===== config.mk =====
export PLATFORM = sky130hd
export DESIGN_NAME = fuse_prog_seq
export DESIGN_NICKNAME = d
export VERILOG_FILES = /design/src/rtl/fuse_seq_pkg.sv /design/src/rtl/fuse_timing_decode.sv /design/src/rtl/fuse_down_counter.sv /design/src/rtl/fuse_shift_reg.sv /design/src/rtl/fuse_prog_seq.sv
export SDC_FILE = /design/constraint.sdc
export NUM_CORES = 1
export LEC_CHECK = 0
export BUFFER_PORTS_ARGS = -buffer_cell sky130_fd_sc_hd__buf_2
export CORE_ASPECT_RATIO = 1.4
export CORE_MARGIN = 8
export CORE_UTILIZATION = 52
export CTS_BUF_LIST = sky130_fd_sc_hd__clkbuf_4
export CTS_CLUSTER_SIZE = 14
export DETAILED_ROUTE_END_ITERATION = 7
export PLACE_DENSITY = 0.82
export SYNTH_ARGS = -nofsm -noshare
export SYNTH_HDL_FRONTEND = slang
export SYNTH_SLANG_ARGS = --single-unit

===== constraint.sdc =====
create_clock -name clk -period 2.5 [get_ports clk]
set_input_delay 0.5 -clock clk [delete_from_list [all_inputs] [get_ports clk]]
set_output_delay 0.5 -clock clk [all_outputs]
set_load 0.05 [all_outputs]

===== src/rtl/fuse_seq_pkg.sv =====
// Shared types and field layout for the fuse programming sequencer.
// Assumes a 32-bit packed timing word with fixed field positions.
package fuse_seq_pkg;
    localparam int PROG_W    = 12;
    localparam int RELAX_W   = 4;
    localparam int READ_W    = 6;
    localparam int PROG_LSB  = 0;
    localparam int RELAX_LSB = 12;
    localparam int READ_LSB  = 16;
    localparam int TIMING_W  = 32;

    typedef enum logic [2:0] {
        ST_IDLE,
        ST_RD_RLX,
        ST_RD_STB,
        ST_BIT,
        ST_PRE,
        ST_BURN,
        ST_QUIET,
        ST_DONE
    } seq_state_e;

    typedef struct packed {
        logic [PROG_W-1:0]  prog;
        logic [RELAX_W-1:0] relax;
        logic [READ_W-1:0]  rd;
    } fuse_timing_t;
endpackage


===== src/rtl/fuse_timing_decode.sv =====
// Splits the packed timing word into its three counts and raises any zero
// count to one cycle. Purely combinational; bits outside the fields are unused.
module fuse_timing_decode
    import fuse_seq_pkg::*;
(
    input  logic [TIMING_W-1:0] timing_raw,
    output fuse_timing_t        timing_eff
);
    logic [PROG_W-1:0]  prog_f;
    logic [RELAX_W-1:0] relax_f;
    logic [READ_W-1:0]  rd_f;
    logic               unused_timing_bits;

    assign prog_f  = timing_raw[PROG_LSB  +: PROG_W];
    assign relax_f = timing_raw[RELAX_LSB +: RELAX_W];
    assign rd_f    = timing_raw[READ_LSB  +: READ_W];
    assign unused_timing_bits = ^timing_raw[TIMING_W-1:READ_LSB+READ_W];

    // Clamp each count to a minimum of one clock.
    always_comb begin
        timing_eff.prog  = (prog_f  == '0) ? PROG_W'(1)  : prog_f;
        timing_eff.relax = (relax_f == '0) ? RELAX_W'(1) : relax_f;
        timing_eff.rd    = (rd_f    == '0) ? READ_W'(1)  : rd_f;
    end
endmodule


===== src/rtl/fuse_down_counter.sv =====
// Loadable down counter used to time every phase. It stops at zero.
// Assumes the caller loads (length - 1) so that a phase lasts `length` cycles.
module fuse_down_counter #(
    parameter int CNT_W = 12
) (
    input  logic             clk,
    input  logic             rst_n,
    input  logic             load,
    input  logic [CNT_W-1:0] load_val,
    output logic             expired
);
    logic [CNT_W-1:0] cnt_q;

    // Load a new phase length or count toward zero.
    always_ff @(posedge clk) begin
        if (!rst_n)                cnt_q <= '0;
        else if (load)             cnt_q <= load_val;
        else if (cnt_q != '0)      cnt_q <= cnt_q - CNT_W'(1);
    end

    assign expired = (cnt_q == '0);

    a_r6_no_wrap: assert property (@(posedge clk) disable iff (!rst_n)
        (!load && $past(cnt_q) == '0 && !$past(load)) |-> cnt_q == '0);
endmodule


===== src/rtl/fuse_shift_reg.sv =====
// Data register for the word being programmed. It is loaded at request
// acceptance, masked once with the read-back word, then shifted right with
// zero fill. Priority: load, then mask, then shift.
module fuse_shift_reg #(
    parameter int WORD_W = 32
) (
    input  logic              clk,
    input  logic              rst_n,
    input  logic              load,
    input  logic [WORD_W-1:0] load_val,
    input  logic              mask_en,
    input  logic [WORD_W-1:0] blown_bits,
    input  logic              shift_en,
    output logic [WORD_W-1:0] q
);
    // Update the data register for the current operation step.
    always_ff @(posedge clk) begin
        if (!rst_n)        q <= '0;
        else if (load)     q <= load_val;
        else if (mask_en)  q <= q & ~blown_bits;
        else if (shift_en) q <= q >> 1;
    end

    a_r4_mask_clears: assert property (@(posedge clk) disable iff (!rst_n)
        (mask_en && !load) |=> (q & $past(blown_bits)) == '0);
endmodule


===== src/rtl/fuse_prog_seq.sv =====
// Top of the fuse programming sequencer. It reads the target word, masks
// already blown bits, then walks the word bit 0 upward and issues a burn
// strobe for each remaining 1. Ends with a quiet interval and a done pulse.
// Assumes the fuse array returns read data combinationally for fuse_addr_o.
module fuse_prog_seq
    import fuse_seq_pkg::*;
#(
    parameter int WORD_W    = 32,
    parameter int ADDR_W    = 7,
    parameter int QUIET_CYC = 200,
    localparam int IDX_W    = $clog2(WORD_W),
    localparam int QW       = $clog2(QUIET_CYC + 1),
    localparam int CNT_W    = (QW > PROG_W) ? QW : PROG_W
) (
    input  logic                clk,
    input  logic                rst_n,
    input  logic                start_i,
    input  logic [ADDR_W-1:0]   addr_i,
    input  logic [WORD_W-1:0]   wdata_i,
    input  logic [TIMING_W-1:0] timing_i,
    input  logic [WORD_W-1:0]   fuse_rd_data_i,
    output logic [ADDR_W-1:0]   fuse_addr_o,
    output logic                fuse_rd_stb_o,
    output logic                fuse_burn_stb_o,
    output logic [IDX_W-1:0]    fuse_bit_o,
    output logic [WORD_W-1:0]   shift_data_o,
    output logic                busy_o,
    output logic                done_o
);
    seq_state_e        state_q, state_d;
    fuse_timing_t      dec_t, tim_q;
    logic [ADDR_W-1:0] addr_q;
    logic [IDX_W-1:0]  idx_q;
    logic              idx_last;
    logic              cnt_load, cnt_exp;
    logic [CNT_W-1:0]  cnt_val;
    logic              sh_load, sh_mask, sh_shift;
    logic              idx_clr, idx_inc, accept;

    fuse_timing_decode u_dec (
        .timing_raw (timing_i),
        .timing_eff (dec_t)
    );

    fuse_down_counter #(.CNT_W(CNT_W)) u_cnt (
        .clk      (clk),
        .rst_n    (rst_n),
        .load     (cnt_load),
        .load_val (cnt_val),
        .expired  (cnt_exp)
    );

    fuse_shift_reg #(.WORD_W(WORD_W)) u_shreg (
        .clk        (clk),
        .rst_n      (rst_n),
        .load       (sh_load),
        .load_val   (wdata_i),
        .mask_en    (sh_mask),
        .blown_bits (fuse_rd_data_i),
        .shift_en   (sh_shift),
        .q          (shift_data_o)
    );

    assign idx_last = (idx_q == IDX_W'(WORD_W - 1));

    // Sequence control: choose next phase and the counter load for it.
    always_comb begin
        state_d  = state_q;
        cnt_load = 1'b0;
        cnt_val  = '0;
        sh_load  = 1'b0;
        sh_mask  = 1'b0;
        sh_shift = 1'b0;
        idx_clr  = 1'b0;
        idx_inc  = 1'b0;
        accept   = 1'b0;
        case (state_q)
            ST_IDLE: if (start_i) begin
                accept   = 1'b1;
                sh_load  = 1'b1;
                cnt_load = 1'b1;
                cnt_val  = CNT_W'(dec_t.relax) - CNT_W'(1);
                state_d  = ST_RD_RLX;
            end
            ST_RD_RLX: if (cnt_exp) begin
                cnt_load = 1'b1;
                cnt_val  = CNT_W'(tim_q.rd) - CNT_W'(1);
                state_d  = ST_RD_STB;
            end
            ST_RD_STB: if (cnt_exp) begin
                sh_mask = 1'b1;
                idx_clr = 1'b1;
                state_d = ST_BIT;
            end
            ST_BIT: begin
                if (shift_data_o[0]) begin
                    cnt_load = 1'b1;
                    cnt_val  = CNT_W'(tim_q.relax) - CNT_W'(1);
                    state_d  = ST_PRE;
                end else begin
                    sh_shift = 1'b1;
                    if (idx_last) begin
                        cnt_load = 1'b1;
                        cnt_val  = CNT_W'(QUIET_CYC - 1);
                        state_d  = ST_QUIET;
                    end else begin
                        idx_inc = 1'b1;
                    end
                end
            end
            ST_PRE: if (cnt_exp) begin
                cnt_load = 1'b1;
                cnt_val  = CNT_W'(tim_q.prog) - CNT_W'(1);
                state_d  = ST_BURN;
            end
            ST_BURN: if (cnt_exp) begin
                sh_shift = 1'b1;
                if (idx_last) begin
                    cnt_load = 1'b1;
                    cnt_val  = CNT_W'(QUIET_CYC - 1);
                    state_d  = ST_QUIET;
                end else begin
                    idx_inc = 1'b1;
                    state_d = ST_BIT;
                end
            end
            ST_QUIET: if (cnt_exp) state_d = ST_DONE;
            ST_DONE:  state_d = ST_IDLE;
            default:  state_d = ST_IDLE;
        endcase
    end

    // State, captured request fields and bit index.
    always_ff @(posedge clk) begin
        if (!rst_n) begin
            state_q <= ST_IDLE;
            tim_q   <= '0;
            addr_q  <= '0;
            idx_q   <= '0;
        end else begin
            state_q <= state_d;
            if (accept) begin
                tim_q  <= dec_t;
                addr_q <= addr_i;
            end
            if (idx_clr)      idx_q <= '0;
            else if (idx_inc) idx_q <= idx_q + IDX_W'(1);
        end
    end

    assign fuse_addr_o     = addr_q;
    assign fuse_bit_o      = idx_q;
    assign fuse_rd_stb_o   = (state_q == ST_RD_STB);
    assign fuse_burn_stb_o = (state_q == ST_BURN);
    assign done_o          = (state_q == ST_DONE);
    assign busy_o          = (state_q != ST_IDLE) && (state_q != ST_QUIET) &&
                             (state_q != ST_DONE);

    a_r11_strobe_excl: assert property (@(posedge clk) disable iff (!rst_n)
        !(fuse_rd_stb_o && fuse_burn_stb_o));
    a_r10_busy_done_excl: assert property (@(posedge clk) disable iff (!rst_n)
        !(busy_o && done_o));
    a_r10_done_single: assert property (@(posedge clk) disable iff (!rst_n)
        done_o |=> !done_o);
    a_r5_burn_on_one: assert property (@(posedge clk) disable iff (!rst_n)
        fuse_burn_stb_o |-> shift_data_o[0]);
    a_r7_zero_fill: assert property (@(posedge clk) disable iff (!rst_n)
        $fell(fuse_burn_stb_o) |-> shift_data_o == ($past(shift_data_o) >> 1));
    a_r2_addr_hold: assert property (@(posedge clk) disable iff (!rst_n)
        (busy_o && $past(busy_o)) |-> $stable(fuse_addr_o));
endmodule


==> impl_metrics.yaml, run 1 <==
finish:
  drive_gt1_share_pct: 27.0
  num-nets-final: 839
  fillerInstances: 744
  n_antenna_cell: 0
  stdcell_count: 835
  syn_to_final_growth_pct: 23.9
grt:
  grt_pass1_wl_um: 21300
  antenna_found_initial: 0
  grt_max_degree: 39
  track_usage_pct: 21.4
  grt-ovfl-total: 0
  grt_pass1_vias: 4790
synth:
  yosys_warnings: 0
  synthFlopType: "dfxtp_1"
  syn-num-nets: 704
  ys_seq_area_share_pct: 36.0
  syn_inst: 590
  synth-seq-cells: 81
  synth-edff-count: 0
  ys_types: 56
  syn_area_per_cell_sq_um: 7.63
  syn_area_sq_um: 4500
  ys_async_sr_fraction_pct: 0
clock_network:
  worst_skew_pair.late_latency_ns: 0.45
  cts_root_buf: "clkbuf_4"
  cts_setup_buffers: 0
  clock_sinks: 81
  cts_resized: 0
  cts_buffers: 9
  cts.path.max_buffers: 2
  cts_tree: "done"
  clkTransAtPathRegs_ns: 0.13
  holdBufCountCts: 0
  htreeDepth: 3
route:
  drcViolationCount: 0
  num_vias: 4899
  viasPerCell: 5.87
  wl_per_cell_um: 15.8
  drt-total-wl_um: 13200
  dr.pass1.iters: 5
  drt_iter0_markers: 244
  final_antenna_net_count: 0
timing:
  rsz0062_at_grt: "no"
  setup_tns_ns: 0
  final.min_clock_period_ns: 2.28
  worst_pin_slew_ns: 0.544
  fmax_mhz: 439
  finalSetupViolations: 0
  final.setup_skew_ns: 0.0183
  slew_headroom_pct: 63.2
  slew_viol_final: 0
  layout_worst_path_cycle_share_pct: 91.0
  hold_viol: 0
setup_path:
  reg2reg_depth: 8
  r2r_setup_slack_ns: 0.22
  slowest_delay_ns: 0.52
  crit_path_frequent_cell: "ha_1"
  path_class: "flip-flop to flip-flop"
  required_ns: 2.91
  reg2reg_to: "fuse_bit_o[3]"
  r2r_start: "fuse_bit_o[0]"
  worst-path-buf-inv: 0
  critPathSlowestCell: "or4_1"
  critPathMaxFanout: 8
  arrival_ns: 2.68
  start_kind: "flip-flop"
  worstSetupEndpointType: "flip-flop"
  cp_top_family: "simple AND/OR/NAND/NOR gates"
  path_cells: "ha_1, and3_1, ha_1, nor2b_1, and2_1, o21ai_1, or4_1, nand2_1"
hold_path:
  hold_end: "fuse_addr_o[2]"
  hold_class: "input port to flip-flop"
  min_delay_path_depth: 3
  min_from: "addr_i[2]"
power_and_ir_drop:
  switching_power_mw: 2.23
  swShare_pct: 43.1
  p_int_mw: 2.95
  combPwrFrac_pct: 48.1
  p_per_area_nw_per_um2: 930
  leakagePower_nw: 2.44
  pwr-share-clk_pct: 16.8
  seq_power_share_pct: 35.1
  ir_worst_vdd_mv: 0.503
floorplan:
  die_width_um: 94.6
  io-pin-count: 154
  die_y_um: 126
  core_area_sq_um: 8510
  rows: 40
  die-area_sq_um: 11900
  initial_core_util_pct: 52.9
flow_run:
  drv_cap: 0
placed_design:
  dp.cells: 819
  place_hpwl_um: 10100
  port_buffers: 143
  place.gp.congestion: 0.923
status:
  status: "finished, final reports clean"
[layout make-up]
type	instances	area (sq um)	area share, %
multi-input cells	422	2560	46.0
flip-flops and latches	81	1620	29.1
repair buffers	168	941	16.9
inverters	43	161	2.89
well taps	105	131	2.36
clock inverters	6	81.3	1.46
clock buffers	10	75.1	1.35
[cells by family (layout without fill, tap and decap cells)]
| kind of cell | count (synthesis) | after routing | share of synthesized area [%] |
|---|---|---|---|
| buf+inv | 87 | 227 | 7.42 |
| compound gates | 161 | 161 | 23.7 |
| flops | 81 | 81 | 36.0 |
| mux | 1 | 1 | 0.222 |
| simple gates | 225 | 225 | 25.2 |
| xor+xnor | 27 | 27 | 5.25 |
| fa+ha+maj | 8 | 8 | 2.22 |
[through the flow]
| stage | setup slack, ns | cell area (sq um) | util (%) | total power, mW | hold slack, ns |
|---|---|---|---|---|---|
| 2_1_floorplan | 0.149 | 4510 | - | 3.61 | 0.449 |
| 3_3_place_gp | 0.338 | 5420 | 63.7 | 4.24 | 0.440 |
| 3_5_place_dp | 0.250 | 5420 | 63.7 | 4.32 | 0.446 |
| 4_1_cts | 0.216 | 5580 | 65.5 | 5.19 | 0.248 |
| 5_1_grt | 0.0537 | 5580 | 65.5 | 5.52 | 0.281 |
| 6_report | 0.224 | 5580 | 65.5 | 5.19 | 0.276 |
[synth_stat cells (2+ instances only)]
master    number  area, sq um
nand2_1      104          390
dfxtp_1       81         1620
a21oi_1       46          230
inv_1         43          161
clkbuf_1      36          135
a31oi_1       34          213
nand4_1       34          213
a32oi_1       31          272
nor2_1        24         90.1
o21ai_0       16         80.1
xnor2_1       14          123
nor3_1        13         65.1
xor2_1        13          114
nand3_1       10         50.1
ha_1           8          100
buf_2          6         30.0
nor4_1         6         37.5
nor3b_1        5         37.5
nor4b_1        4         35.0
o211ai_1       4         30.0
o22ai_1        4         25.0
or4_1          4         30.0
a211oi_1       3         22.5
o211a_1        3         30.0
o21a_1         3         22.5
o31ai_1        3         22.5
and3_1         2         12.5
and4_1         2         17.5
buf_1          2         7.51
nand2b_1       2         12.5
nor2b_1        2         12.5
or2_2          2         12.5
or3b_2         2         17.5
or4_4          2         22.5
[worst max path at each step]
stage / start / to / slack, ns / cells after the start
after floorplan: fuse_bit_o[0] / u_cnt.cnt_q[7] / 0.15 / 8
after global placement: fuse_bit_o[0] / fuse_bit_o[3] / 0.34 / 8
after detailed placement: fuse_bit_o[0] / fuse_bit_o[3] / 0.25 / 8
after CTS: fuse_bit_o[0] / fuse_bit_o[3] / 0.22 / 8
after global routing: fuse_bit_o[0] / u_cnt.cnt_q[7] / 0.05 / 8
final: fuse_bit_o[0] / fuse_bit_o[3] / 0.22 / 8
[registers in the layout (all words and copies together), names as in the netlist]
name         flops
u_shreg.q       32
tim_q           22
u_cnt.cnt_q     12
fuse_bit_o       5
fuse_addr_o      7
state_q          3
[layer usage]
| metal | wire length (um) | global-route usage (%) | share of wire (%) |
|---|---|---|---|
| met5 | 0 | 0 | 0 |
| met4 | 365 | 11.4 | 2.8 |
| met3 | 1090 | 4.22 | 8.2 |
| met2 | 6670 | 37.6 | 51 |
| met1 | 5080 | 23.3 | 38 |
[cell usage in the layout, fill, tap and decap left out, types with 4 or more instances in the layout]
cell	instances
a32oi_1	31
inv_1	42
xnor2_1	14
o211ai_1	4
nand3_1	9
buf_4	22
nand4_1	34
ha_1	8
xor2_1	13
o21ai_0	16
a21oi_1	46
or4_1	4
nand2_1	104
buf_2	143
a31oi_1	34
clkbuf_4	10
o22ai_1	4
nor3_1	13
nor3b_1	4
nor4_1	6
dfxtp_1	81
nor2_1	23
[worst min-delay path: cells and delay by family]
kind / cells / cell delay, ns
buffers and inverters: 1 / 0.09
AOI/OAI and AO/OA: 1 / 0.05
and+or+nand+nor: 1 / 0.04
[power groups by stage]
stage | Clock, mW | Sequential (mW) | Combinational [mW]
6_report | 0.869 | 1.82 | 2.50
5_1_grt | 0.929 | 1.86 | 2.74
4_1_cts | 0.890 | 1.81 | 2.49
3_5_place_dp | 0 | 1.84 | 2.48
3_3_place_gp | 0 | 1.82 | 2.42
2_1_floorplan | 0 | 2.07 | 1.53
(Power assumes the default switching activity.)
==> run 2: changes to the inputs <==
BUFFER_PORTS_ARGS = default   (was -buffer_cell sky130_fd_sc_hd__buf_2)
CORE_UTILIZATION = 66   (was 52)
DONT_BUFFER_PORTS = 1   (was default)
==> impl_metrics.yaml, run 2 (same netlist as run 1, synthesis figures left out) <==
status:
  status: "finished, final reports clean"
power_and_ir_drop:
  power_mw: 4.87
  leakagePower_nw: 1.83
  ir_worst_vdd_mv: 0.757
  swShare_pct: 45.5
  switching_power_mw: 2.22
  combPwrFrac_pct: 41.7
  p_int_mw: 2.65
  seq_power_share_pct: 44.0
  pwr-share-clk_pct: 14.3
  p_per_area_nw_per_um2: 1000
placed_design:
  place.gp.congestion: 0.925
  port_buffers: 0
  place_hpwl_um: 9170
setup_path:
  path_class: "flip-flop to primary output"
  start_kind: "flip-flop"
  r2r_start: "fuse_bit_o[0]"
  required_ns: 2.00
  crit_path_end: "done_o"
  reg2reg_depth: 8
  worstSetupEndpointType: "primary output"
  critPathMaxFanout: 12
  worstSetupStartpoint: "state_q[1]"
  r2r_setup_slack_ns: 0.43
  reg2reg_to: "fuse_bit_o[3]"
  arrival_ns: 1.82
route:
  num_vias: 4425
  drt_iter0_markers: 284
  wl_per_cell_um: 17.7
  final_antenna_net_count: 0
  dr.pass1.iters: 7
  drt-total-wl_um: 12200
  viasPerCell: 6.44
  drcViolationCount: 0
timing:
  fmax_mhz: 431
  layout_worst_path_cycle_share_pct: 92.7
  rsz0062_at_grt: "no"
  final.min_clock_period_ns: 2.32
  finalSetupViolations: 0
  setup_tns_ns: 0
  slew_viol_final: 0
  slew_headroom_pct: 53.3
  hold_viol: 0
  final.setup_skew_ns: 0.0137
  worst_pin_slew_ns: 0.698
floorplan:
  io-pin-count: 154
  die-area_sq_um: 9750
  die_y_um: 114
  die_width_um: 85.8
  initial_core_util_pct: 68.1
  core_area_sq_um: 6610
  rows: 35
clock_network:
  cts_setup_buffers: 0
  htreeDepth: 3
  cts_tree: "done"
  clock_sinks: 81
  cts_resized: 0
  cts.path.max_buffers: 2
  cts_root_buf: "clkbuf_4"
  holdBufCountCts: 0
  worst_skew_pair.late_latency_ns: 0.43
  cts_buffers: 9
  clkTransAtPathRegs_ns: 0.14
hold_path:
  hold_class: "input port to flip-flop"
finish:
  syn_to_final_growth_pct: 8.20
  fillerInstances: 544
  largest_reg_flops: 32
  reg.largest.list: "u_shreg.q: 32 flops, tim_q: 22 flops, u_cnt.cnt_q: 12 flops"
  num-nets-final: 704
  mostFrequentLayoutCells: "nand2_1 (104), dfxtp_1 (81), a21oi_1 (46), inv_1 (42)"
  n_antenna_cell: 0
  drive_gt1_share_pct: 10.6
  largest-register: "u_shreg.q"
  layout_commonest_cell: "nand2_1"
grt:
  track_usage_pct: 24.3
  grt_pass1_wl_um: 19700
  grt-ovfl-total: 0
  grt_max_degree: 43
  antenna_found_initial: 0
  grt_pass1_vias: 4376
flow_run:
  drv_cap: 0
[run 2: power by group through the flow]
| stage | Clock [mW] | Sequential, mW | Combinational [mW] |
|---|---|---|---|
| finish | 0.697 | 2.14 | 2.03 |
| global route | 0.763 | 2.18 | 2.23 |
| CTS | 0.709 | 2.14 | 2.02 |
| detailed placement | 0 | 2.17 | 2.01 |
| global placement | 0 | 2.15 | 1.94 |
| floorplan | 0 | 2.07 | 1.53 |
[run 2: through the flow]
| step | cells | utilization (%) | cell area, sq um | setup WS, ns | hold WS (ns) |
|---|---|---|---|---|---|
| floorplan | 590 | - | 4510 | 0.149 | 0.449 |
| global placement | 671 | 71.8 | 4750 | 0.482 | 0.462 |
| detailed placement | 671 | 71.8 | 4750 | 0.445 | 0.463 |
| CTS | 687 | 73.6 | 4870 | 0.168 | 0.164 |
| global route | 687 | 73.6 | 4870 | 0.0719 | 0.156 |
| finish | 687 | 73.6 | 4870 | 0.181 | 0.178 |
[run 2: layout make-up]
cell class	count	area [sq um]	area share, %
timing repair buffer	33	285	5.86
tap	92	115	2.36
clock buffer	9	67.6	1.39
clock inverter	7	55.1	1.13
multi-input combinational	422	2560	52.6
sequential	81	1620	33.3
inverter	43	161	3.31
[run 2: routing by layer]
layer / vias up / track usage (%) / part of all wire [%]
li1: 2151 / - / -
met1: 2071 / 24.1 / 36
met2: 182 / 46.0 / 53
met3: 21 / 7.05 / 8.8
met4: 0 / 8.80 / 1.8
met5: - / 0 / 0
[run 2: how the worst min path moves through the flow]
stage                     slack (ns)  cells after the start             end      start
final                           0.18                      2  fuse_addr_o[2]  addr_i[2]
after global routing            0.16                      1  u_cnt.cnt_q[6]      rst_n
after CTS                       0.16                      2  fuse_addr_o[2]  addr_i[2]
after detailed placement        0.46                      2       tim_q[21]  tim_q[21]
after global placement          0.46                      2       tim_q[21]  tim_q[21]
after floorplan                 0.45                      2       tim_q[21]  tim_q[21]
[run 2: critical path, cell delays in order, from the launching register on]
cell and delay, ns:
dfxtp_1 0.63, buf_4 0.24, and3_1 0.51
==> run 3: changes to the inputs <==
CORE_UTILIZATION = 68   (was 66)
PLACE_DENSITY = 0.84   (was 0.82)
clock period = 2.81 ns   (was 2.5 ns; I/O delays follow)
==> impl_metrics.yaml, run 3 (same netlist as run 1, synthesis figures left out) <==
status:
  status: "finished, final reports clean"
finish:
  fin_area_sq_um: 4820
  fin_util_pct: 74.4
  fillerInstances: 533
  regArea_sq_um: 1620
  largest_reg_flops: 32
  largest-register: "u_shreg.q"
  stdcell_count: 661
  layout_commonest_cell: "nand2_1"
  mostFrequentLayoutCells: "nand2_1 (104), dfxtp_1 (81), a21oi_1 (46), inv_1 (42)"
  reg.largest.list: "u_shreg.q: 32 flops, tim_q: 22 flops, u_cnt.cnt_q: 12 flops"
  num-nets-final: 697
  n_antenna_cell: 0
  syn_to_final_growth_pct: 7.14
  drive_gt1_share_pct: 9.37
  multiInputGateArea_sq_um: 2560
clock_network:
  holdBufCountCts: 0
  cts_root_buf: "clkbuf_4"
  worst_skew_pair.late_latency_ns: 0.43
  cts.path.max_buffers: 2
  clkTransAtPathRegs_ns: 0.12
  cts_setup_buffers: 0
  cts_resized: 0
  cts_buffers: 9
  htreeDepth: 3
  clock_sinks: 81
  cts_tree: "done"
route:
  drt_iter0_markers: 291
  dr.pass1.iters: 4
  num_vias: 4294
  drt-total-wl_um: 11500
  final_antenna_net_count: 0
  wl_per_cell_um: 17.4
  drcViolationCount: 0
  viasPerCell: 6.50
setup_path:
  slowest_delay_ns: 0.76
  r2r_setup_slack_ns: 0.53
  arrival_ns: 1.82
  required_ns: 2.25
  reg2reg_to: "fuse_bit_o[3]"
  path_class: "flip-flop to primary output"
  critPathSlowestCell: "dfxtp_1"
  r2r_start: "state_q[1]"
  worstSetupEndpointType: "primary output"
  critPathMaxFanout: 19
  start_kind: "flip-flop"
  path_cells: "nor3b_2, buf_4"
  reg2reg_depth: 5
hold_path:
  hold_end: "tim_q[1]"
  min_from: "timing_i[17]"
  hold_class: "input port to flip-flop"
  min_delay_path_depth: 2
power_and_ir_drop:
  leakagePower_nw: 1.82
  ir_worst_vdd_mv: 0.562
  p_per_area_nw_per_um2: 929
grt:
  track_usage_pct: 23.7
  grt-ovfl-total: 0
  grt_pass1_wl_um: 18900
  antenna_found_initial: 0
  grt_max_degree: 53
  grt_pass1_vias: 4128
timing:
  finalSetupViolations: 0
  fmax_mhz: 419
  worst_pin_slew_ns: 0.657
  slew_viol_final: 0
  final.setup_skew_ns: 0.0242
  setup_tns_ns: 0
  hold_viol: 0
  rsz0062_at_grt: "no"
  final.min_clock_period_ns: 2.39
  slew_headroom_pct: 56.1
  setup_ws_ns: 0.425
  layout_worst_path_cycle_share_pct: 84.9
floorplan:
  initial_core_util_pct: 69.4
  die_y_um: 112
  die_width_um: 84.8
  rows: 35
  core_area_sq_um: 6480
  io-pin-count: 154
  die-area_sq_um: 9510
placed_design:
  port_buffers: 0
  placed_cell_area_sq_um: 4650
  place_hpwl_um: 8540
  place.gp.congestion: 0.874
  dp.cells: 646
  pre_cts_slack_ns: 0.560
flow_run:
  drv_cap: 0
run 3: cell types whose count changed in the layout (fill, tap and decap cells not counted):
cell / previous run / this run
bufinv_16: 0 / 3
inv_6: 1 / 0
inv_8: 1 / 0
buf_12: 3 / 1
clkinv_2: 0 / 1
buf_4: 30 / 25
clkinvlp_4: 3 / 0
run 3: cell type report:
class                      instances  area share, %
timing repair buffer              26           4.31
tap                               74           1.92
clock buffer                       9           1.40
sequential                        81           33.6
clock inverter                     6           2.23
inverter                          43           3.35
multi-input combinational        422           53.2
run 3: report_power, final:
group	switching [mW]	total [mW]	internal [mW]	leakage, nW
combinational	0.960	1.73	0.774	1.06
sequential	0.546	1.91	1.36	0.665
clock	0.395	0.838	0.443	0.0934
run 3: routing by layer:
layer | global-route usage [%] | part of all wire, % | vias up
li1 | - | - | 2139
met1 | 23.8 | 38 | 2005
met2 | 43.3 | 52 | 136
met3 | 8.70 | 8.7 | 14
met4 | 8.47 | 1.3 | 0
met5 | 0 | 0 | -
run 3: worst max-delay path by stage:
stage,start,to,slack (ns)
2_1_floorplan,fuse_bit_o[0],u_cnt.cnt_q[7],0.46
3_3_place_gp,state_q[1],fuse_bit_o[3],0.60
3_5_place_dp,state_q[1],fuse_bit_o[3],0.56
4_1_cts,state_q[1],fuse_rd_stb_o,0.40
5_1_grt,state_q[1],fuse_bit_o[3],0.33
6_report,state_q[1],fuse_rd_stb_o,0.42
run 3: per-stage QoR:
| stage | power [mW] | hold WS (ns) |
|---|---|---|
| after floorplan | 3.21 | 0.449 |
| after global placement | 3.61 | 0.462 |
| after detailed placement | 3.66 | 0.467 |
| after CTS | 4.49 | 0.227 |
| after global routing | 4.77 | 0.220 |
| final | 4.48 | 0.253 |
run 3: worst max-delay path: cells and delay by family (launching register included):
family	cells	cell delay [ns]
flops	1	0.76
simple gates	1	0.38
buf+inv	1	0.25
